--- config.mk ---
export PLATFORM = sky130hd
export DESIGN_NAME = host_status_reg
export DESIGN_NICKNAME = d
export VERILOG_FILES = /design/src/rtl/hs_pkg.sv /design/src/rtl/hs_flags.sv /design/src/rtl/hs_rollover.sv /design/src/rtl/hs_run_fsm.sv /design/src/rtl/hs_sched_track.sv /design/src/rtl/host_status_reg.sv
export SDC_FILE = /design/constraint.sdc
export NUM_CORES = 1
export LEC_CHECK = 0
export ABC_AREA = 1
export BUFFER_PORTS_ARGS = -buffer_cell sky130_fd_sc_hd__buf_2
export CAP_MARGIN = 10
export CORE_MARGIN = 2
export CORE_UTILIZATION = 23
export CTS_BUF_LIST = sky130_fd_sc_hd__clkbuf_4 sky130_fd_sc_hd__clkbuf_8
export DETAILED_ROUTE_END_ITERATION = 8
export MAX_ROUTING_LAYER = met4
export PLACE_DENSITY_LB_ADDON = 0.08
export SLEW_MARGIN = 10
export SYNTH_ARGS = -nofsm -noshare
export SYNTH_HDL_FRONTEND = slang
export SYNTH_SLANG_ARGS = --single-unit
export TNS_END_PERCENT = 100
--- constraint.sdc ---
create_clock -name clk -period 2.5 [get_ports clk]
set_clock_uncertainty 0.15 [all_clocks]
set_input_delay 0.25 -clock clk [delete_from_list [all_inputs] [get_ports clk]]
set_output_delay 0.25 -clock clk [all_outputs]
set_load 0.02 [all_outputs]
--- src/rtl/hs_pkg.sv ---
`timescale 1ns/1ps
package hs_pkg;
    localparam int FLAG_N  = 6;
    localparam int B_INT   = 0;
    localparam int B_ERR   = 1;
    localparam int B_PORT  = 2;
    localparam int B_ROLL  = 3;
    localparam int B_SYS   = 4;
    localparam int B_ADV   = 5;
    localparam int B_HALT  = 12;
    localparam int B_RECL  = 13;
    localparam int B_PSS   = 14;
    localparam int B_ASS   = 15;

    typedef enum logic [1:0] {RUN_ACTIVE, RUN_DRAINING, RUN_HALTED} run_state_e;
    typedef enum logic {TRK_SETTLED, TRK_SWITCHING} trk_state_e;
endpackage

--- src/rtl/hs_flags.sv ---
`timescale 1ns/1ps
module hs_flags #(
    parameter int N = 6
) (
    input  logic         clk,
    input  logic         rst_n,
    input  logic [N-1:0] set_vec,
    input  logic [N-1:0] clr_vec,
    input  logic [N-1:0] irq_en,
    output logic [N-1:0] flags,
    output logic         irq
);
    logic [N-1:0] flags_q, flags_d;
    logic         irq_q;

    // set dominates clear
    always_comb flags_d = (flags_q & ~clr_vec) | set_vec;

    always_ff @(posedge clk or negedge rst_n) begin
        if (!rst_n) begin
            flags_q <= '0;
            irq_q   <= 1'b0;
        end else begin
            flags_q <= flags_d;
            irq_q   <= |(flags_q & irq_en);
        end
    end

    assign flags = flags_q;
    assign irq   = irq_q;

    for (genvar i = 0; i < N; i++) begin : g_chk
        a_r8_sticky: assert property (@(posedge clk) disable iff (!rst_n)
            (flags_q[i] && !clr_vec[i]) |=> flags_q[i]);
        a_r8_set_wins: assert property (@(posedge clk) disable iff (!rst_n)
            set_vec[i] |=> flags_q[i]);
        a_r8_clear: assert property (@(posedge clk) disable iff (!rst_n)
            (clr_vec[i] && !set_vec[i]) |=> !flags_q[i]);
    end

    a_r9_irq_quiet: assert property (@(posedge clk) disable iff (!rst_n)
        ((flags_q & irq_en) == '0) |=> !irq_q);
endmodule

--- src/rtl/hs_rollover.sv ---
`timescale 1ns/1ps
module hs_rollover #(
    parameter int IDX_W   = 14,
    parameter int SEL_W   = 2,
    parameter int TOP_BIT = 13
) (
    input  logic             clk,
    input  logic             rst_n,
    input  logic [IDX_W-1:0] frindex,
    input  logic [SEL_W-1:0] sel,
    output logic             roll
);
    localparam int POS_W = $clog2(IDX_W);

    logic [IDX_W-1:0] prev_q;
    logic [POS_W-1:0] pos;

    always_ff @(posedge clk or negedge rst_n) begin
        if (!rst_n) prev_q <= '0;
        else        prev_q <= frindex;
    end

    // larger size code selects a lower index bit
    always_comb begin
        pos  = POS_W'(TOP_BIT) - POS_W'(sel);
        roll = frindex[pos] ^ prev_q[pos];
    end

    a_r5_quiet_index: assert property (@(posedge clk) disable iff (!rst_n)
        $stable(frindex) |-> !roll);
endmodule

--- src/rtl/hs_run_fsm.sv ---
`timescale 1ns/1ps
module hs_run_fsm
    import hs_pkg::*;
(
    input  logic clk,
    input  logic rst_n,
    input  logic run_cmd,
    input  logic hc_stopped,
    input  logic sys_err,
    output logic halted,
    output logic force_stop
);
    run_state_e state_q, state_d;
    logic       force_q;

    always_ff @(posedge clk or negedge rst_n) begin
        if (!rst_n) begin
            state_q <= RUN_HALTED;
            force_q <= 1'b0;
        end else begin
            state_q <= state_d;
            force_q <= sys_err;
        end
    end

    always_comb begin
        state_d = state_q;
        unique case (state_q)
            RUN_HALTED:   if (run_cmd) state_d = RUN_ACTIVE;
            RUN_ACTIVE:   if (!run_cmd) state_d = RUN_DRAINING;
            RUN_DRAINING: begin
                if (run_cmd)         state_d = RUN_ACTIVE;
                else if (hc_stopped) state_d = RUN_HALTED;
            end
            default:      state_d = RUN_HALTED;
        endcase
    end

    always_comb begin
        halted     = (state_q == RUN_HALTED) && !run_cmd;
        force_stop = force_q;
    end

    a_r10_no_skip: assert property (@(posedge clk) disable iff (!rst_n)
        (state_q == RUN_ACTIVE) |=> (state_q != RUN_HALTED));
    a_r6_force_pulse: assert property (@(posedge clk) disable iff (!rst_n)
        sys_err |=> force_stop);
endmodule

--- src/rtl/hs_sched_track.sv ---
`timescale 1ns/1ps
module hs_sched_track
    import hs_pkg::*;
#(
    parameter int DELAY = 4
) (
    input  logic clk,
    input  logic rst_n,
    input  logic en,
    output logic status
);
    localparam int CNT_W = $clog2(DELAY + 1);
    localparam logic [CNT_W-1:0] LAST = CNT_W'(DELAY - 1);

    trk_state_e       state_q;
    logic [CNT_W-1:0] cnt_q;
    logic             status_q;

    always_ff @(posedge clk or negedge rst_n) begin
        if (!rst_n) begin
            state_q  <= TRK_SETTLED;
            cnt_q    <= '0;
            status_q <= 1'b0;
        end else begin
            unique case (state_q)
                TRK_SETTLED: begin
                    if (en != status_q) begin
                        if (DELAY <= 1) status_q <= en;
                        else begin
                            state_q <= TRK_SWITCHING;
                            cnt_q   <= CNT_W'(1);
                        end
                    end
                end
                TRK_SWITCHING: begin
                    if (en == status_q) begin
                        state_q <= TRK_SETTLED;
                        cnt_q   <= '0;
                    end else if (cnt_q == LAST) begin
                        status_q <= en;
                        state_q  <= TRK_SETTLED;
                        cnt_q    <= '0;
                    end else begin
                        cnt_q <= cnt_q + CNT_W'(1);
                    end
                end
                default: state_q <= TRK_SETTLED;
            endcase
        end
    end

    assign status = status_q;

    a_r11_hold_when_equal: assert property (@(posedge clk) disable iff (!rst_n)
        (en == status_q) |=> $stable(status_q));
    a_r11_not_early: assert property (@(posedge clk) disable iff (!rst_n)
        (state_q == TRK_SETTLED && DELAY > 1) |=> $stable(status_q));
endmodule

--- src/rtl/host_status_reg.sv ---
`timescale 1ns/1ps
module host_status_reg
    import hs_pkg::*;
#(
    parameter int REG_W       = 16,
    parameter int IDX_W       = 14,
    parameter int SEL_W       = 2,
    parameter int TOP_BIT     = 13,
    parameter int SCHED_DELAY = 4
) (
    input  logic             clk,
    input  logic             rst_n,
    input  logic             td_retire,
    input  logic             td_ioc,
    input  logic             td_short,
    input  logic             td_error,
    input  logic             port_change,
    input  logic             sys_err,
    input  logic             async_advance,
    input  logic             doorbell,
    input  logic [IDX_W-1:0] frindex,
    input  logic [SEL_W-1:0] list_size,
    input  logic             run_cmd,
    input  logic             hc_stopped,
    input  logic             per_en,
    input  logic             async_en,
    input  logic             async_empty,
    input  logic             wr_en,
    input  logic [REG_W-1:0] wr_data,
    input  logic [FLAG_N-1:0] irq_en,
    output logic [REG_W-1:0] rd_data,
    output logic             irq,
    output logic             force_stop
);
    logic [FLAG_N-1:0] set_vec, clr_vec, flags;
    logic              roll, halted, armed_q;
    logic [1:0]        sched_en, sched_st;
    logic              unused_wr_hi;

    assign unused_wr_hi = ^wr_data[REG_W-1:FLAG_N];

    // doorbell one-shot: an advance in the doorbell cycle does not count
    always_ff @(posedge clk or negedge rst_n) begin
        if (!rst_n) armed_q <= 1'b0;
        else        armed_q <= doorbell | (armed_q & ~async_advance);
    end

    always_comb begin
        set_vec         = '0;
        set_vec[B_INT]  = td_retire & (td_ioc | td_short);
        set_vec[B_ERR]  = td_retire & td_error;
        set_vec[B_PORT] = port_change;
        set_vec[B_ROLL] = roll;
        set_vec[B_SYS]  = sys_err;
        set_vec[B_ADV]  = armed_q & async_advance;
        clr_vec         = wr_en ? wr_data[FLAG_N-1:0] : '0;
    end

    hs_flags #(.N(FLAG_N)) u_flags (
        .clk(clk), .rst_n(rst_n), .set_vec(set_vec), .clr_vec(clr_vec),
        .irq_en(irq_en), .flags(flags), .irq(irq)
    );

    hs_rollover #(.IDX_W(IDX_W), .SEL_W(SEL_W), .TOP_BIT(TOP_BIT)) u_roll (
        .clk(clk), .rst_n(rst_n), .frindex(frindex), .sel(list_size), .roll(roll)
    );

    hs_run_fsm u_run (
        .clk(clk), .rst_n(rst_n), .run_cmd(run_cmd), .hc_stopped(hc_stopped),
        .sys_err(sys_err), .halted(halted), .force_stop(force_stop)
    );

    assign sched_en = {async_en, per_en};

    for (genvar s = 0; s < 2; s++) begin : g_sched
        hs_sched_track #(.DELAY(SCHED_DELAY)) u_trk (
            .clk(clk), .rst_n(rst_n), .en(sched_en[s]), .status(sched_st[s])
        );
    end

    always_comb begin
        rd_data               = '0;
        rd_data[FLAG_N-1:0]   = flags;
        rd_data[B_HALT]       = halted;
        rd_data[B_RECL]       = async_empty;
        rd_data[B_PSS]        = sched_st[0];
        rd_data[B_ASS]        = sched_st[1];
    end

    a_r7_disarm: assert property (@(posedge clk) disable iff (!rst_n)
        (armed_q && async_advance && !doorbell) |=> !armed_q);
    a_r7_needs_arm: assert property (@(posedge clk) disable iff (!rst_n)
        (!armed_q && !flags[B_ADV]) |=> !flags[B_ADV]);
    a_r10_run_not_halted: assert property (@(posedge clk) disable iff (!rst_n)
        run_cmd |-> !rd_data[B_HALT]);
endmodule

==> reports/metrics.yaml <==
status:
  status: "completed"
logic_synthesis:
  yosysTopAreaCell: "dfrtp_1"
  yosys_warnings: 0
  synth_seq_cells: 25
  syn_area_sq_um: 1210
  avgSynthCellArea_sq_um: 8.74
  yosysSeqAreaShare: 0.520
  synth_top_cell_area_share: 0.498
  synthTopCellsByArea: "dfrtp_1 50%, nand2_1 12%, nand3_1 7.1%"
  netlist_instances: 138
  ys_types: 22
grt:
  antenna_found_initial: 0
  grt_pass1_wl_mm: 4.56
  grt_util_all_layers: 0.0992
  grt_max_degree: 26
  grt_pass1_vias: 1052
  grt_overflow: 0
clocking:
  htree_levels: 1
  cts_sinks: 25
  clk_pin_slew_ps: 90
  cts_buffer_depth: 2
  cts_setup_buffers: 0
  cts_buffers: 3
  clk_latency_ps: 260
  cts_tree: "done"
  ctsRootBufferMaster: "clkbuf_8"
drt:
  drt-wirelength-per-cell_um: 10.1
  ant_nets: 0
  via_per_inst: 4.12
  totalWireLength_mm: 2.58
  dr.pass1.iters: 4
  drc_errors: 0
  via_count: 1054
  drt_first_iter_violations: 44
sta:
  fin_tns_setup_ps: 0
  fmax_mhz: 638
  worstMarginPinSlew_ps: 560
  period_share: 0.627
  setup_violations: 0
  finalCriticalPeriod_ps: 1570
  slew-limit-headroom: 0.627
  final-hold-violation-count: 0
  grt_setup_unrepaired: "no"
  final_max_slew_viol_count: 0
critical_path:
  r2r_start: "g_sched[1].u_trk.cnt_q[0]"
  r2r_end: "g_sched[1].u_trk.status"
  startpoint_type: "register"
  r2r_slack_ps: 1180
  worst_ep_required_time_ps: 2100
  worstSetupPathType: "reg -> out"
  cp-end-kind: "output port"
  crit_fanout: 2
  critical_path.startpoint: "u_run.state_q[1]"
  ff2ff_path_depth: 6
  crit_end: "rd_data[12]"
  critPathArrivalTime_ps: 1170
placement:
  io_buffers: 43
  place_area_sq_um: 1450
  place_congestion: 0.814
  place_hpwl_mm: 2.05
cells_and_area:
  syn_to_final_growth_pct: 29.3
  nets: 243
  layout-drive-gt1-share: 0.269
  antenna_cells: 0
  utilization: 0.307
  stdcell_area_sq_um: 1560
hold_path:
  worstHoldPathType: "in -> reg"
floorplan:
  pin_count: 72
  core_sq_um: 5070
  start_util: 0.238
  dieArea_sq_um: 5840
  die_h_um: 76.4
  die_w_um: 76.4
  rows: 26
power:
  leakagePower_nw: 0.830
  peakVddDrop_v: 0.000250
  p_per_area_nw_per_um2: 734
flow_run:
  cap_violations: 0
-- worst min path at each step --
stage / slack, ps / end / start / cells past startpoint
floorplan: -200 / armed_q / rst_n / 0
global placement: 150 / u_roll.prev_q[11] / rst_n / 1
detailed placement: 140 / u_roll.prev_q[11] / rst_n / 1
CTS: 0.8 / u_flags.flags[2] / port_change / 2
global route: 8 / u_flags.flags[2] / port_change / 2
finish: 10 / u_flags.flags[2] / port_change / 2
-- synthesized netlist by cell type, drive strengths merged --
cell type  number
a21o            2
a21oi           2
a22o            5
a31oi           1
buf            10
conb            1
dfrtp          24
dfstp           1
ha              2
inv            18
nand2          37
nand3          17
nor2            3
nor3            1
o21ai           9
o21bai          1
o22ai           1
xnor2           2
xor2            1
-- registers in the layout (all words and copies together) (netlist names) --
register	cells
g_sched.u_trk.cnt_q	6
u_flags.flags	6
u_roll.prev_q	4
g_sched.u_trk.state_q	2
g_sched.u_trk.status	2
u_run.state_q	2
armed_q	1
u_flags.irq	1
u_run.force_stop	1
-- cell families after synthesis --
kind of cell | share of synthesized area
AOI/OAI and AO/OA | 0.111
other | 0.00311
and+or+nand+nor | 0.199
xor gates and xnor gates | 0.0280
DFF | 0.520
adders and majority gates | 0.0207
buffers and inverters | 0.118
-- worst max-delay path, stage by stage, from the launching register on --
cell     delay (ps)
dfstp_2         540
inv_1            50
nor3_1          130
buf_2           190
-- timing repair --
item,in CTS,in global routing
hold buffers,6,0
endpoints found under the hold margin,29,0
resized for setup,0,0
-- final cells by class --
cell class                      instances  area (sq um)
Multi-Input combinational cell         90           455
Inverter                               18          67.6
Timing Repair Buffer                   49           275
Fill cell                             564          3520
Clock buffer                            3          41.3
Clock inverter                          1          5.00
Sequential cell                        25           627
Tap cell                               70          87.6
-- routing by layer --
layer	global-route usage	part of all wire	up-vias	wire length, um
li1	-	-	527	-
met1	0.116	0.44	501	1140
met2	0.158	0.50	22	1290
met3	0.0355	0.048	4	125
met4	0.0345	0.0093	0	24
met5	-	0	-	0
-- placed cells by master, fill, tap and decap left out --
master	netlist	routed
dlygate4sd3_1	0	6
inv_2	1	1
nand2_1	37	37
dfrtp_1	24	24
nand3_1	17	17
a21oi_1	2	2
a31oi_1	1	1
a22o_1	5	5
xor2_1	1	1
dfstp_2	1	1
o21bai_1	1	1
o21ai_1	2	2
inv_1	17	17
clkbuf_8	0	3
nor3_1	1	1
xnor2_1	1	1
ha_1	2	2
o22ai_1	1	1
conb_1	1	6
xnor2_2	1	1
nor2_1	3	3
a21o_1	2	2
buf_2	0	43
clkinv_2	0	1
o21ai_0	7	7
-- per-stage QoR --
step | setup WS [ps] | hold slack, ps | power (mW) | instances
3_3_place_gp | 1210 | 147 | 0.908 | 246
5_1_grt | 830 | 8.31 | 1.25 | 256
4_1_cts | 892 | 0.850 | 1.18 | 256
6_report | 932 | 14.1 | 1.14 | 256
2_1_floorplan | 1280 | -196 | 0.825 | 143
3_5_place_dp | 1180 | 143 | 0.917 | 246
-- power by group --
part / switching [mW] / internal (mW)
Sequential: 0.0708 / 0.488
Combinational: 0.207 / 0.143
Clock: 0.125 / 0.111
Total: 0.403 / 0.742
No activity file was read; power rests on OpenSTA's default activity.
